<file path="src/rtl/tbm_pkg.sv">
package tbm_pkg;
  localparam int CPU_AW = 16;
  localparam int PPU_AW = 14;
  localparam int WIN_AW = 14;   // 16 KB program window
  localparam int RAM_AW = 13;   // 8 KB program RAM
  localparam int TILE_AW = 12;  // 4 KB pattern half

  typedef enum logic {
    LATCH_FD = 1'b0,
    LATCH_FE = 1'b1
  } latch_e;

  localparam logic [7:0] TILE_FD = 8'hFD;
  localparam logic [7:0] TILE_FE = 8'hFE;
endpackage

</file>
<file path="src/rtl/tbm_cpu_regs.sv">
module tbm_cpu_regs #(
  parameter int PRG_BANK_W = 4,
  parameter int CHR_BANK_W = 5,
  parameter int NUM_CHR    = 4
) (
  input  logic                                clk_i,
  input  logic                                rst_ni,
  input  logic [3:0]                          page_i,
  input  logic [7:0]                          data_i,
  input  logic                                wr_i,
  output logic [PRG_BANK_W-1:0]               prg_bank_o,
  output logic [NUM_CHR-1:0][CHR_BANK_W-1:0]  chr_bank_o,
  output logic                                mirror_h_o
);
  localparam logic [3:0] PAGE_PRG = 4'hA;
  localparam logic [3:0] PAGE_MIR = 4'hF;
  localparam int         CHR_BASE = 11;  // first CHR page $B

  logic unused_data;
  assign unused_data = ^data_i;

  always_ff @(posedge clk_i or negedge rst_ni) begin
    if (!rst_ni) begin
      prg_bank_o <= '0;
      mirror_h_o <= 1'b0;
    end else if (wr_i) begin
      if (page_i == PAGE_PRG) prg_bank_o <= data_i[PRG_BANK_W-1:0];
      if (page_i == PAGE_MIR) mirror_h_o <= data_i[0];
    end
  end

  for (genvar g = 0; g < NUM_CHR; g++) begin : g_chr
    localparam logic [3:0] SEL = 4'(CHR_BASE + g);
    always_ff @(posedge clk_i or negedge rst_ni) begin
      if (!rst_ni)                    chr_bank_o[g] <= '0;
      else if (wr_i && page_i == SEL) chr_bank_o[g] <= data_i[CHR_BANK_W-1:0];
    end
  end
endmodule

</file>
<file path="src/rtl/tbm_tile_latch.sv">
module tbm_tile_latch #(
  parameter logic HALF = 1'b0
) (
  input  logic                          clk_i,
  input  logic                          rst_ni,
  input  logic [tbm_pkg::PPU_AW-1:0]    ppu_addr_i,
  input  logic                          ppu_rd_i,
  output tbm_pkg::latch_e               state_o
);
  import tbm_pkg::*;

  logic       in_half;
  logic [7:0] tile;

  assign in_half = ppu_rd_i && !ppu_addr_i[13] && (ppu_addr_i[12] == HALF);
  assign tile    = ppu_addr_i[11:4];

  // updates after the fetch edge, so the triggering fetch sees the old bank
  always_ff @(posedge clk_i or negedge rst_ni) begin
    if (!rst_ni) state_o <= LATCH_FE;
    else if (in_half && tile == TILE_FD) state_o <= LATCH_FD;
    else if (in_half && tile == TILE_FE) state_o <= LATCH_FE;
  end
endmodule

</file>
<file path="src/rtl/tbm_prg_map.sv">
module tbm_prg_map #(
  parameter int PRG_BANK_W = 4
) (
  input  logic [tbm_pkg::CPU_AW-1:0]               cpu_addr_i,
  input  logic [PRG_BANK_W-1:0]                    prg_bank_i,
  output logic [PRG_BANK_W+tbm_pkg::WIN_AW-1:0]    rom_addr_o,
  output logic                                     rom_ce_o,
  output logic [tbm_pkg::RAM_AW-1:0]               ram_addr_o,
  output logic                                     ram_ce_o
);
  import tbm_pkg::*;

  localparam logic [PRG_BANK_W-1:0] LAST_BANK = '1;

  logic [PRG_BANK_W-1:0] bank;

  always_comb begin
    bank       = cpu_addr_i[14] ? LAST_BANK : prg_bank_i;
    rom_addr_o = {bank, cpu_addr_i[WIN_AW-1:0]};
    rom_ce_o   = cpu_addr_i[15];
    ram_ce_o   = (cpu_addr_i[15:13] == 3'b011);
    ram_addr_o = cpu_addr_i[RAM_AW-1:0];
  end
endmodule

</file>
<file path="src/rtl/tile_bank_mapper.sv">
module tile_bank_mapper #(
  parameter int PRG_BANK_W = 4,
  parameter int CHR_BANK_W = 5,
  localparam int PRG_AW = PRG_BANK_W + tbm_pkg::WIN_AW,
  localparam int CHR_AW = CHR_BANK_W + tbm_pkg::TILE_AW
) (
  input  logic              clk_i,
  input  logic              rst_ni,
  input  logic [15:0]       cpu_addr_i,
  input  logic [7:0]        cpu_data_i,
  input  logic              cpu_wr_i,
  output logic [PRG_AW-1:0] prg_rom_addr_o,
  output logic              prg_rom_ce_o,
  output logic [12:0]       prg_ram_addr_o,
  output logic              prg_ram_ce_o,
  input  logic [13:0]       ppu_addr_i,
  input  logic              ppu_rd_i,
  output logic [CHR_AW-1:0] chr_addr_o,
  output logic              ciram_a10_o
);
  import tbm_pkg::*;

  localparam int NUM_HALF = 2;
  localparam int NUM_CHR  = 2 * NUM_HALF;

  logic [PRG_BANK_W-1:0]               prg_bank;
  logic [NUM_CHR-1:0][CHR_BANK_W-1:0]  chr_bank;
  logic                                mirror_h;
  latch_e                              lat_st [NUM_HALF];
  logic [CHR_BANK_W-1:0]               half_bank [NUM_HALF];

  tbm_cpu_regs #(
    .PRG_BANK_W (PRG_BANK_W),
    .CHR_BANK_W (CHR_BANK_W),
    .NUM_CHR    (NUM_CHR)
  ) i_regs (
    .clk_i      (clk_i),
    .rst_ni     (rst_ni),
    .page_i     (cpu_addr_i[15:12]),
    .data_i     (cpu_data_i),
    .wr_i       (cpu_wr_i),
    .prg_bank_o (prg_bank),
    .chr_bank_o (chr_bank),
    .mirror_h_o (mirror_h)
  );

  tbm_prg_map #(
    .PRG_BANK_W (PRG_BANK_W)
  ) i_prg (
    .cpu_addr_i (cpu_addr_i),
    .prg_bank_i (prg_bank),
    .rom_addr_o (prg_rom_addr_o),
    .rom_ce_o   (prg_rom_ce_o),
    .ram_addr_o (prg_ram_addr_o),
    .ram_ce_o   (prg_ram_ce_o)
  );

  for (genvar h = 0; h < NUM_HALF; h++) begin : g_half
    tbm_tile_latch #(
      .HALF (1'(h))
    ) i_latch (
      .clk_i      (clk_i),
      .rst_ni     (rst_ni),
      .ppu_addr_i (ppu_addr_i),
      .ppu_rd_i   (ppu_rd_i),
      .state_o    (lat_st[h])
    );
    // register pair per half: FD at 2h, FE at 2h+1
    assign half_bank[h] = (lat_st[h] == LATCH_FD) ? chr_bank[2*h] : chr_bank[2*h+1];
  end

  assign chr_addr_o  = {half_bank[ppu_addr_i[12]], ppu_addr_i[TILE_AW-1:0]};
  assign ciram_a10_o = mirror_h ? ppu_addr_i[11] : ppu_addr_i[10];
endmodule

</file>
<file path="config.mk">
export PLATFORM = sky130hd
export DESIGN_NAME = tile_bank_mapper
export DESIGN_NICKNAME = d
export VERILOG_FILES = /design/src/rtl/tbm_pkg.sv /design/src/rtl/tbm_cpu_regs.sv /design/src/rtl/tbm_tile_latch.sv /design/src/rtl/tbm_prg_map.sv /design/src/rtl/tile_bank_mapper.sv
export SDC_FILE = /design/constraint.sdc
export NUM_CORES = 1
export LEC_CHECK = 0
export ABC_AREA = 1
export BUFFER_PORTS_ARGS = -buffer_cell sky130_fd_sc_hd__buf_2
export CAP_MARGIN = 0
export CORE_ASPECT_RATIO = 1.1
export CORE_MARGIN = 10
export CORE_UTILIZATION = 43
export CTS_CLUSTER_DIAMETER = 200
export DETAILED_ROUTE_END_ITERATION = 12
export HOLD_SLACK_MARGIN = 0.12
export MAX_ROUTING_LAYER = met4
export PLACE_DENSITY = 0.88
export SETUP_SLACK_MARGIN = 0.2
export SYNTH_ARGS = -nofsm -noshare
export SYNTH_HDL_FRONTEND = slang
export SYNTH_SLANG_ARGS = --single-unit
</file>
<file path="constraint.sdc">
create_clock -name clk_i -period 1 [get_ports clk_i]
set_input_delay 0.05 -clock clk_i [delete_from_list [all_inputs] [get_ports clk_i]]
set_output_delay 0.05 -clock clk_i [all_outputs]
set_load 0.005 [all_outputs]
</file>
# Word-level counts from Yosys, hierarchy flattened
# Index checks and enable logic that the tools add are counted.
# totals
ff_bits	27
latch_bits	0
ramBits	0
rom_bits	0
output_inout_bits	51
elab_cells	47
mem_count	0
# classes
add_sub_neg	0
mul	0
div	0
magnitude_cmp	1
n_eq_ne	9
n_shift	0
n_mux	11
n_bitwise	2
reduce_logical	16
# op_table
op	count
5-bit 2-to-1 mux	5
4-bit equality test (second input constant)	6
8-bit equality test (second input constant)	2
1-bit logical AND	11
1-bit 2-to-1 mux	5
4-bit 2-to-1 mux	1
2-bit AND reduction	2
2-bit nonzero test	2
3-bit by 2-bit equality test with 1-bit output (second input constant)	1
2-bit >= comparator (second input constant)	1
1-bit NOT with 2-bit output	1
1-bit logical NOT	1
1-bit NOT	1

# Logic depth before layout (Yosys ltp)
# Gate-level depths: netlist of the first run.
# depth
ltp_word	6
depth_mapped	6
mapped_depth_nobuf	6

# Hierarchy
# From an unflattened synthesis of the first run, not the netlist that was laid out.
# unflattened
hier_cells	263
hier_area_um2	1836.8
# by_module_without_submodules
module	instances	cells_each	area_per_inst_um2	seq_area_each_um2
tbm_cpu_regs	1	121	1053.5	625.6
tile_bank_mapper	1	73	332.8	0.0
tbm_prg_map	1	34	242.7	0.0
tbm_tile_latch (g_half[0].i_latch)	1	18	108.9	26.3
tbm_tile_latch (g_half[1].i_latch)	1	17	98.8	26.3

# Least setup slack after synthesis of the first run
# No wires, ideal clock.
# synth_path
path_type	reg2out
start	register g_half[0].i_latch.state_o
end	output chr_addr_o[12]
t_arrival_ps	844
path_slack_ps	106
path_stages_with_launch	4
path_buffers	0
path_cell_list	dfstp_2 -> inv_1 -> o21ai_0 -> o22ai_1
# synth_between
elab_chain_len	4
# synth_lines
item	line_no	rtl
start, declared	tbm_tile_latch.sv:8	output tbm_pkg::latch_e state_o
start signal, assigned	tbm_tile_latch.sv:20	if (!rst_ni) state_o <= LATCH_FE;
start signal, assigned	tbm_tile_latch.sv:21	else if (in_half && tile == TILE_FD) state_o <= LATCH_FD;
start signal, assigned	tbm_tile_latch.sv:22	else if (in_half && tile == TILE_FE) state_o <= LATCH_FE;
5-bit 2-to-1 mux	tile_bank_mapper.sv:69	assign half_bank[h] = (lat_st[h] == LATCH_FD) ? chr_bank[2*h] : chr_bank[2*h+1];
5-bit 2-to-1 mux (implied by the code) (3 in series)	tile_bank_mapper.sv:72	assign chr_addr_o = {half_bank[ppu_addr_i[12]], ppu_addr_i[TILE_AW-1:0]};
end, declared	tile_bank_mapper.sv:18	output logic [CHR_AW-1:0] chr_addr_o,
# No other way between the ends. The select of a mux whose other input is x is not followed.

# Worst setup path after layout of the first run
# layout_path
start	register g_half[0].i_latch.state_o
end	output chr_addr_o[14]
# The elaborated chain is that of the path after synthesis.

==> results.ini, run 1 <==
[final_layout]
finish.utilization_pct=55.8
drive_gt1_share_pct=37.2
final_nets=277
layout.cell_area.non_filler_mm2=0.00201
syn_to_final_growth_pct=27.2
number_of_diodes=0

[synthesis]
synth_seq_area_share_pct=43.0
netlist.area_leader.share_pct=39.7
ys_types=18
synth_seq_cells=27
post-synth-top-area-cell=dfrtp_1
number_of_enable_flip_flop_cells_after_synthesis=0
synthesis.area_mm2=0.00158
synthTopCellsByArea=dfrtp_1 40%, buf_4 19%, o21ai_0 9.8%
ys_dominant_reg_cell=dfrtp_1
ys_async_sr_fraction_pct=100
syn_nets=236
synth_warnings=0
syn_area_per_cell_um2=8.13
netlist_instances=194

[min_path]
worst_hold_path_type=input pin to register
timing.hold.worst_path_depth=5

[timing]
whs_ns=0.116
slew_headroom_pct=75.9
rsz0062_at_grt=yes
worst-slew-pin-transition_ns=0.362
final.setup_skew_ns=0
period_share_pct=135
finalHoldViolCount=0
period_minus_slack_ns=1.35
setup_viol=11
fmax_mhz=743
final.setup.tns_ns=-2.36
layout_setup_ws_ns=-0.346
maxSlewViolCount=0

[drt]
drc=0
drt-wirelength-per-cell_um=13.8
final_antenna_net_count=0
drt_iter0_drc=43
drt-pass1-iter-count=4
via_per_inst=4.78
wl_um=3920
route.vias.total=1358

[clocking]
cts.sink_count=27
cts-buffers-inserted=3
clock_tree.root_cell=clkbuf_8
htree_levels=1
cts.reportedPaths.clkPinSlew_ns=0.09
cts_tree=yes
clk_lat_worst_skew_ns=0.27
cts-root-to-sink-buffers=2

[critical_path]
crit_chain=inv_4, o21ai_2, o22ai_1, buf_2
critical_path_stages=4
data_required_time_at_the_worst_endpoint_ns=0.95
master_of_the_slowest_instance_on_the_critical_path=dfstp_2
r2r_cells=6
critical_path_arrival_ns=1.30
slowest_delay_ns=0.62
cp.buffers_inverters=2
crit_type=register to primary output
cp-end-kind=primary output
crit_path_max_fanout=6
cp_top_family=flip-flops
timing.critical_path.from_type=register

[place]
io_buffers=45
gp_routability_congestion=0.896
placed_area_mm2=0.00159
dp.final_hpwl_um=2610
pre_cts_ws_ns=-0.0551

[power_and_ir_drop]
power_per_standard_cell_area_mw_per_mm2=1400
p_comb_share_pct=27.3
clock_power_share_pct=21.8
switching_share_pct=28.6
power.switching_uw=805
p_int_uw=2010
leakage_uw=0.000998
pwr-share-seq_pct=50.9
highest_ir_drop_seen_on_vdd_v=0.000784

[status]
status=finished with violations
violated_checks=negative setup slack

[die]
die-area_mm2=0.00649
pin_count=93
area_of_the_core_mm2=0.00360
placementRows=23
starting_density_pct=43.9
die_y_um=83.5
floorplan.die.width_um=77.8

[global_route]
grt_remaining_overflow=0
grt_pass1_wl_um=6670
via_count_of_the_first_global_routing_pass=1456
grt_start_max_net_pins=28
initial_antenna_violation_count=0
grt_usage_pct=12.3

[job]
cap_violations=0

## worst reg2reg max path: stages, from the launching register on
cell and delay (ns):
dfstp_2 0.62, inv_4 0.08, buf_4 0.14, buf_6 0.10, buf_6 0.10, buf_6 0.10
a21oi_4 0.11
## cell type report
type	count	area (µm²)
clock buffers	4	45.0
fillers	319	1590
inverters	16	62.6
multi-input cells	111	593
flip-flops and latches	27	678
well taps	50	62.6
repair buffers	76	566
## timing repair
action,in CTS,in global routing
hold endpoints to repair,71,0
pin swaps,4,2
setup endpoints to repair,12,49
setup buffers,4,2
hold buffers,22,0
resized for setup,15,19
cloned,0,0
## per-stage QoR
stage / power [µW] / cells
2_1_floorplan: 1840 / 194
3_5_place_dp: 1990 / 252
3_3_place_gp: 1970 / 252
4_1_cts: 2770 / 282
5_1_grt: 2990 / 284
6_report: 2820 / 284
## cells by family (layout without fill, tap and decap cells)
kind of cell	after synthesis	after routing	share of synthesized area [%]
buf+inv	56	96	22.8
flops	27	27	43.0
simple gates	68	68	19.7
compound gates	42	42	13.7
mux	1	1	0.714
## placed cells by master, fill, tap and decap left out, types with 5 or more instances in the layout
| master | Yosys | routed |
|---|---|---|
| dfrtp_1 | 25 | 25 |
| o21ai_2 | 0 | 6 |
| nor2_1 | 20 | 20 |
| nand2_2 | 5 | 6 |
| o21ai_1 | 4 | 6 |
| o21ai_0 | 31 | 23 |
| nand2_1 | 34 | 33 |
| dlygate4sd3_1 | 0 | 22 |
| inv_2 | 1 | 6 |
| o22ai_1 | 5 | 5 |
| inv_1 | 15 | 9 |
| buf_6 | 0 | 10 |
| buf_2 | 0 | 39 |
## path summary, 6_finish.rpt
check,to,start,slack [ns]
setup / recovery,chr_addr_o[14],g_half[0].i_latch.state_o,-0.35
hold / removal,g_half[1].i_latch.state_o,ppu_addr_i[5],0.12
setup reg to reg,g_half[0].i_latch.state_o,g_half[0].i_latch.state_o,-0.32
hold reg to reg,i_regs.chr_bank_o[19],i_regs.chr_bank_o[19],0.49
max in group asynchronous,g_half[1].i_latch.state_o,rst_ni,0.44
min in group asynchronous,i_regs.prg_bank_o[3],rst_ni,0.25
## per-layer routing
layer | track usage (%) | vias up | share of wire, % | routed length, µm
li1 | - | 664 | - | -
met1 | 13.1 | 636 | 41 | 1610
met2 | 20.8 | 53 | 49 | 1920
met3 | 3.66 | 5 | 8.4 | 327
met4 | 4.98 | 0 | 1.5 | 59
met5 | - | - | 0 | 0
## registers in the layout (all words and copies together) (netlist names)
register                count
g_half.i_latch.state_o      2
i_regs.chr_bank_o          20
i_regs.mirror_h_o           1
i_regs.prg_bank_o           4
## power groups by stage
| stage | logic [µW] | clock network, µW | registers [µW] |
|---|---|---|---|
| 5_1_grt | 872 | 662 | 1460 |
| 4_1_cts | 708 | 639 | 1420 |
| 6_report | 768 | 614 | 1430 |
| 3_5_place_dp | 554 | 0 | 1440 |
| 3_3_place_gp | 533 | 0 | 1440 |
| 2_1_floorplan | 443 | 0 | 1400 |
## synth_stat cells, types with 2 or more instances
master and n:
a21oi_1 2, buf_4 40, dfrtp_1 25, dfstp_2 2, inv_1 15, nand2_1 34, nand2_2 5, nand3_1 2
nor2_1 20, o21ai_0 31, o21ai_1 4, o22ai_1 5, or2_2 4
No activity file was read; power rests on OpenSTA's default activity.
==> run 2, diff against run 1 <==
--- a/config.mk
+++ b/config.mk
@@ -11,12 +11,11 @@
 export CORE_ASPECT_RATIO = 1.1
 export CORE_MARGIN = 10
 export CORE_UTILIZATION = 43
-export CTS_CLUSTER_DIAMETER = 200
 export DETAILED_ROUTE_END_ITERATION = 12
 export HOLD_SLACK_MARGIN = 0.12
-export MAX_ROUTING_LAYER = met4
 export PLACE_DENSITY = 0.88
 export SETUP_SLACK_MARGIN = 0.2
+export SLEW_MARGIN = 15
 export SYNTH_ARGS = -nofsm -noshare
 export SYNTH_HDL_FRONTEND = slang
 export SYNTH_SLANG_ARGS = --single-unit
==> run 2 against run 1 <==
- critical endpoint unchanged
- first-iteration DRC count is 2.3% higher
- fmax hardly changed
- the flow still finishes with violations (negative setup slack)
- clock skew stayed put
- hold slack hardly changed
- design area stayed put
- clock-buffer cell count stayed put
- cell count stayed put
- combinational power hardly changed
- non-clock buffer count stayed put
==> results.ini, run 2 (synthesized netlist as in run 1, its figures left out) <==
[status]
status=finished with violations
violated_checks=negative setup slack

[global_route]
grt_pass1_wl_um=6660  ; -0.11%
grt_usage_pct=12.0  ; -0.33 points
grt_start_max_net_pins=28  ; unchanged
initial_antenna_violation_count=0  ; unchanged
grt_remaining_overflow=0  ; unchanged
via_count_of_the_first_global_routing_pass=1456  ; unchanged

[drt]
route.vias.total=1358  ; unchanged
final_antenna_net_count=0  ; unchanged
via_per_inst=4.78  ; unchanged
drc=0  ; unchanged
drt_iter0_drc=44  ; +2.3%
drt-pass1-iter-count=4  ; unchanged
wl_um=3920  ; unchanged
drt-wirelength-per-cell_um=13.8  ; unchanged

[timing]
worst-slew-pin-transition_ns=0.362  ; -0.0000252 ns
period_share_pct=135  ; about the same
fmax_mhz=743  ; about the same
whs_ns=0.116  ; -0.000314 ns
setup_viol=11  ; unchanged
finalHoldViolCount=0  ; unchanged
maxSlewViolCount=0  ; unchanged
final.setup_skew_ns=0  ; unchanged
period_minus_slack_ns=1.35  ; +0.000370 ns
layout_setup_ws_ns=-0.346  ; -0.000370 ns
rsz0062_at_grt=yes
slew_headroom_pct=75.9  ; about the same

[job]
cap_violations=0  ; unchanged

[final_layout]
seq_area_um2=678  ; unchanged
syn_to_final_growth_pct=27.2  ; unchanged
largest_register_ff_count=20  ; unchanged
layout_commonest_cell=buf_2
final_nets=277  ; unchanged
drive_gt1_share_pct=37.2  ; unchanged
number_of_diodes=0  ; unchanged
multiInputGateArea_um2=593  ; unchanged
largest_registers=i_regs.chr_bank_o (20), i_regs.prg_bank_o (4), g_half.i_latch.state_o (2)
regMostFlops=i_regs.chr_bank_o
fill_cells=319  ; unchanged
layout.cell_area.non_filler_mm2=0.00201  ; unchanged
layout_common_cells=39 x buf_2, 33 x nand2_1, 25 x dfrtp_1

[power_and_ir_drop]
highest_ir_drop_seen_on_vdd_v=0.000784  ; about the same
power_per_standard_cell_area_mw_per_mm2=1400  ; about the same
leakage_uw=0.000998  ; unchanged

[critical_path]
crit_type=register to primary output
critical_path_arrival_ns=1.30  ; about the same
r2r_end=g_half[0].i_latch.state_o
master_of_the_slowest_instance_on_the_critical_path=dfstp_2
slowest_delay_ns=0.62  ; about the same
crit_chain=inv_4, o21ai_2, o22ai_1, buf_2
data_required_time_at_the_worst_endpoint_ns=0.95  ; about the same
r2r_cells=6  ; unchanged
reg2reg_setup_slack_ns=-0.32  ; about the same
cp.buffers_inverters=2  ; unchanged
cp-end-kind=primary output
r2r_start=g_half[0].i_latch.state_o
timing.critical_path.from_type=register
cp_top_family=flip-flops
crit_path_max_fanout=6  ; unchanged

[die]
starting_density_pct=43.9  ; unchanged
floorplan.die.width_um=77.8  ; unchanged
die-area_mm2=0.00649  ; unchanged
placementRows=23  ; unchanged
area_of_the_core_mm2=0.00360  ; unchanged
pin_count=93  ; unchanged
die_y_um=83.5  ; unchanged

[clocking]
cts.reportedPaths.clkPinSlew_ns=0.09  ; about the same
clk_lat_worst_skew_ns=0.27  ; about the same
cts.sink_count=27  ; unchanged
htree_levels=1  ; unchanged
cts-root-to-sink-buffers=2  ; unchanged
cts-buffers-inserted=3  ; unchanged
clock_tree.root_cell=clkbuf_8
cts_tree=yes

[place]
io_buffers=45  ; unchanged
gp_routability_congestion=0.882  ; -1.6%
placed_area_mm2=0.00159  ; unchanged
dp.final_hpwl_um=2610  ; unchanged

[min_path]
hp-start=ppu_addr_i[5]
worst_hold_path_type=input pin to register
worstHoldEndpoint=g_half[1].i_latch.state_o
timing.hold.worst_path_depth=5  ; unchanged

==> run 2: cell counts in the layout (fill, tap and decap cells not counted) <==
Identical to the previous run, type by type.
==> run 2: cell type report <==
class / instances / share of cell area [%]
multi-input cells: 111 / 29.6
flip-flops and latches: 27 / 33.8
inverters: 16 / 3.12
well taps: 50 / 3.12
clock buffers: 4 / 2.24
repair buffers: 76 / 28.2
==> run 2: how the worst max path moves through the flow <==
stage          cells after the start  slack [ns]        endpoint                      start
6_report                           4       -0.35  chr_addr_o[14]  g_half[0].i_latch.state_o
3_5_place_dp                       4       -0.06  chr_addr_o[13]  g_half[0].i_latch.state_o
3_3_place_gp                       3       -0.05  chr_addr_o[14]  g_half[1].i_latch.state_o
4_1_cts                            4       -0.36  chr_addr_o[13]  g_half[0].i_latch.state_o
5_1_grt                            4       -0.42  chr_addr_o[14]  g_half[0].i_latch.state_o
2_1_floorplan                      3        0.14  chr_addr_o[16]  g_half[0].i_latch.state_o
==> run 2: report_power, final <==
part	switching (µW)	leakage [µW]	internal, µW
logic	344	0.000637	423
registers	133	0.000339	1300
clock network	329	0.0000228	286
total	806	0.000998	2010
==> run 2: worst min-delay path, cell delays in order <==
cell,delay [ns]
buf_2,0.11
nand2_1,0.06
nor2_1,0.05
nand3_1,0.08
a21oi_2,0.06
==> run 2: repair_timing <==
action	4_1_cts	5_1_grt
hold buffers	22	0
endpoints found under the setup margin	12	49
hold endpoints to repair	71	0
resized for setup	15	19
pin swaps	4	2
setup buffers	4	2
==> run 2: stage by stage <==
stage | cells | setup slack (ns) | utilization (%) | setup TNS, ns | power [µW]
floorplan | 194 | 0.139 | - | 0 | 1840
global placement | 252 | -0.0455 | 44.1 | -0.134 | 1970
detailed placement | 252 | -0.0551 | 44.1 | -0.265 | 1990
CTS | 282 | -0.360 | 53.9 | -2.49 | 2770
global route | 284 | -0.425 | 55.8 | -2.99 | 2990
finish | 284 | -0.346 | 55.8 | -2.36 | 2820
==> run 2: routing by layer <==
| layer | routed length (µm) | vias to the layer above | GRT usage [%] |
|---|---|---|---|
| li1 | - | 664 | - |
| met1 | 1540 | 636 | 12.6 |
| met2 | 1920 | 53 | 20.8 |
| met3 | 396 | 5 | 4.53 |
| met4 | 59 | 0 | 4.98 |
| met5 | 0 | - | 0 |
==> run 3, diff against run 2 <==
--- a/config.mk
+++ b/config.mk
@@ -5,15 +5,14 @@
 export SDC_FILE = /design/constraint.sdc
 export NUM_CORES = 1
 export LEC_CHECK = 0
-export ABC_AREA = 1
 export BUFFER_PORTS_ARGS = -buffer_cell sky130_fd_sc_hd__buf_2
 export CAP_MARGIN = 0
 export CORE_ASPECT_RATIO = 1.1
 export CORE_MARGIN = 10
-export CORE_UTILIZATION = 43
+export CORE_UTILIZATION = 44
 export DETAILED_ROUTE_END_ITERATION = 12
 export HOLD_SLACK_MARGIN = 0.12
-export PLACE_DENSITY = 0.88
+export PLACE_DENSITY = 0.89
 export SETUP_SLACK_MARGIN = 0.2
 export SLEW_MARGIN = 15
 export SYNTH_ARGS = -nofsm -noshare
==> run 3 against run 2 <==
- clock power fell by 28%
- the run still ends with negative setup slack left
- worst setup slack lost 0.16 ns
- critical path depth is 1 higher
- global-route usage is 0.17 points higher
- design area increased by 12%
- wire length rose by 13%
- synthesized area grew 1.9%
- die area fell by 0.31%
==> results.ini, run 3 <==
[place]
io_buffers=45  ; unchanged
gp_routability_congestion=0.753  ; -15%
pre_cts_ws_ns=-0.190  ; -0.135 ns
place_inst=209  ; -17%
dp.final_hpwl_um=2760  ; +5.7%

[synthesis]
yosys-top-cells-count=40 x buf_4, 25 x dfrtp_1, 24 x mux2_2
post-synth-top-area-cell=dfrtp_1
number_of_enable_flip_flop_cells_after_synthesis=0  ; unchanged
ys_types=26  ; +8
synth_xor_xnor_area_share_pct=0  ; unchanged
ys_dominant_reg_cell=dfrtp_1
synth_warnings=0  ; unchanged
synthSimpleGateAreaFrac_pct=9.49  ; -10 points
netlist_instances=143  ; -26%
syn_nets=185  ; -22%
netlist.area_leader.share_pct=38.9  ; -0.74 points
synthTopCellsByArea=dfrtp_1 39%, buf_4 19%, mux2_2 17%
synth_seq_area_share_pct=42.2  ; -0.80 points
ys_async_sr_fraction_pct=100  ; unchanged
synth.most_common_cell=buf_4
main_combinational_cell_family_by_area_after_synthesis=multiplexers
synthesis.area_mm2=0.00161  ; +1.9%
synth_seq_cells=27  ; unchanged
syn_area_per_cell_um2=11.2  ; +38%
post_synth_mux_area_share_pct=21.8  ; +21 points
synth_compound_area_share_pct=6.23  ; -7.5 points
adder_and_majority_gate_portion_of_the_synthesized_area_pct=0  ; unchanged

[die]
starting_density_pct=46.7  ; +2.9 points
floorplan.die.width_um=77.6  ; -0.15%
placementRows=22  ; -4.3%
die-area_mm2=0.00647  ; -0.31%
area_of_the_core_mm2=0.00344  ; -4.3%
die_y_um=83.4  ; -0.16%
pin_count=93  ; unchanged

[drt]
final_antenna_net_count=0  ; unchanged
route.vias.total=1199  ; -12%
drt_iter0_drc=8  ; -82%
wl_um=4440  ; +13%
drt-pass1-iter-count=4  ; unchanged
drt-wirelength-per-cell_um=18.3  ; +33%
via_per_inst=4.95  ; +3.6%
drc=0  ; unchanged

[critical_path]
crit_path_max_fanout=6  ; unchanged
critical_path_arrival_ns=1.46  ; +0.16 ns
crit_type=register to primary output
reg2reg_setup_slack_ns=-0.20  ; +0.12 ns
cp-end-kind=primary output
data_required_time_at_the_worst_endpoint_ns=0.95  ; about the same
timing.critical_path.from_type=register

[final_layout]
regMostFlops=i_regs.chr_bank_o
number_of_diodes=0  ; unchanged
syn_to_final_growth_pct=39.2
largest_registers=i_regs.chr_bank_o (20), i_regs.prg_bank_o (4), g_half.i_latch.state_o (2)
drive_gt1_share_pct=57.7  ; +21 points
post_layout_nonfiller_instances=242  ; -15%
final_nets=237  ; -14%
layout_commonest_cell=buf_2
layout_common_cells=37 x buf_2, 25 x dfrtp_1, 23 x dlygate4sd3_1
finish.utilization_pct=65.1  ; +9.3 points
fill_cells=256  ; -20%
largest_register_ff_count=20  ; unchanged

[timing]
period_minus_slack_ns=1.51  ; +0.164 ns
finalHoldViolCount=0  ; unchanged
setup_viol=12  ; +1
whs_ns=0.0831  ; -0.0330 ns
maxSlewViolCount=0  ; unchanged
rsz0062_at_grt=yes
fmax_mhz=662  ; -11%
final.setup.tns_ns=-3.34  ; -0.977 ns
final.setup_skew_ns=0  ; unchanged
period_share_pct=151  ; +16 points
slew_headroom_pct=61.2  ; -15 points
layout_setup_ws_ns=-0.511  ; -0.164 ns
worst-slew-pin-transition_ns=0.582  ; +0.220 ns

[global_route]
initial_antenna_violation_count=0  ; unchanged
grt_pass1_wl_um=6690  ; +0.53%
grt_usage_pct=12.2  ; +0.17 points
grt_remaining_overflow=0  ; unchanged
via_count_of_the_first_global_routing_pass=1283  ; -12%
grt_start_max_net_pins=28  ; unchanged

[clocking]
cts_tree=yes
cts-buffers-inserted=3  ; unchanged
cts.sink_count=27  ; unchanged
clk_lat_worst_skew_ns=0.30  ; +0.03 ns
post_cts_hold_buffer_count=23  ; +4.5%
htree_levels=1  ; unchanged
clock_tree.root_cell=clkbuf_4
cts-root-to-sink-buffers=2  ; unchanged
cts.reportedPaths.clkPinSlew_ns=0.13  ; +0.04 ns

[power_and_ir_drop]
power_per_standard_cell_area_mw_per_mm2=1310  ; -6.7%
highest_ir_drop_seen_on_vdd_v=0.000958  ; +22%
leakage_uw=0.00105  ; +5.7%

[status]
violated_checks=negative setup slack
status=finished with violations

[job]
cap_violations=0  ; unchanged

[min_path]
worst_hold_path_type=input pin to register

## run 3: cell types whose count changed in the layout (fill, tap and decap cells not counted), moves of 7 or more
cell     change
buf_4        +9
nor2_1      -17
o21ai_0     -23
mux2_2       +7
inv_1        -8
nand2_1     -30
mux2_4      +18
buf_6        +8
## run 3: kinds of logic (layout without fill, tap and decap cells)
logic type,after synthesis,count (layout)
AO/OA/AOI/OAI,14,14
buffers and inverters,45,96
flip-flops,27,27
multiplexers,31,31
AND/OR/NAND/NOR,26,26
## run 3: critical path, stage by stage (launching register included)
cell,delay (ns)
dfstp_2,0.56
buf_6,0.12
nor2b_1,0.05
a211oi_1,0.19
a21oi_1,0.08
buf_2,0.14
## run 3: report_power, final
part	switching (µW)	internal (µW)
clock	286	155
sequential	140	1330
combinational	355	669
total	781	2150
## run 3: timing repair
item	in CTS	in global routing
hold endpoints to repair	82	2
setup buffers	4	2
setup endpoints to repair	26	32
gates resized for setup	18	21
pin swaps	5	4
## run 3: layout make-up
| class | count | area, µm² | area share (%) |
|---|---|---|---|
| Clock buffer | 4 | 26.3 | 1.17 |
| Inverter | 1 | 3.75 | 0.168 |
| Multi-Input combinational cell | 71 | 754 | 33.7 |
| Sequential cell | 27 | 678 | 30.3 |
| Tap cell | 48 | 60.1 | 2.68 |
| Timing Repair Buffer | 91 | 716 | 32.0 |
## run 3: final timing paths
check | to | from | cells after the start
worst max-delay path | chr_addr_o[15] | g_half[0].i_latch.state_o | 5
worst max register to register | g_half[0].i_latch.state_o | g_half[0].i_latch.state_o | 4
worst min register to register | i_regs.chr_bank_o[17] | i_regs.chr_bank_o[17] | 1
worst min-delay path | g_half[1].i_latch.state_o | ppu_addr_i[4] | 3
max in group asynchronous | g_half[1].i_latch.state_o | rst_ni | 2
min in group asynchronous | i_regs.chr_bank_o[1] | rst_ni | 2
## run 3: per-layer routing
metal	wire length, µm	part of all wire, %	global-route usage (%)	up-vias
met1	1720	39	13.3	565
met5	0	0	0	-
met4	34	0.77	1.32	0
li1	-	-	-	564
met3	461	10	5.28	2
met2	2230	50	21.7	68
## run 3: stage by stage
stage | power (µW) | cell area [µm²]
after floorplan | 2000 | 1720
after global placement | 2160 | 1790
after detailed placement | 2200 | 1790
after CTS | 2840 | 2140
after global routing | 3110 | 2240
final | 2930 | 2240
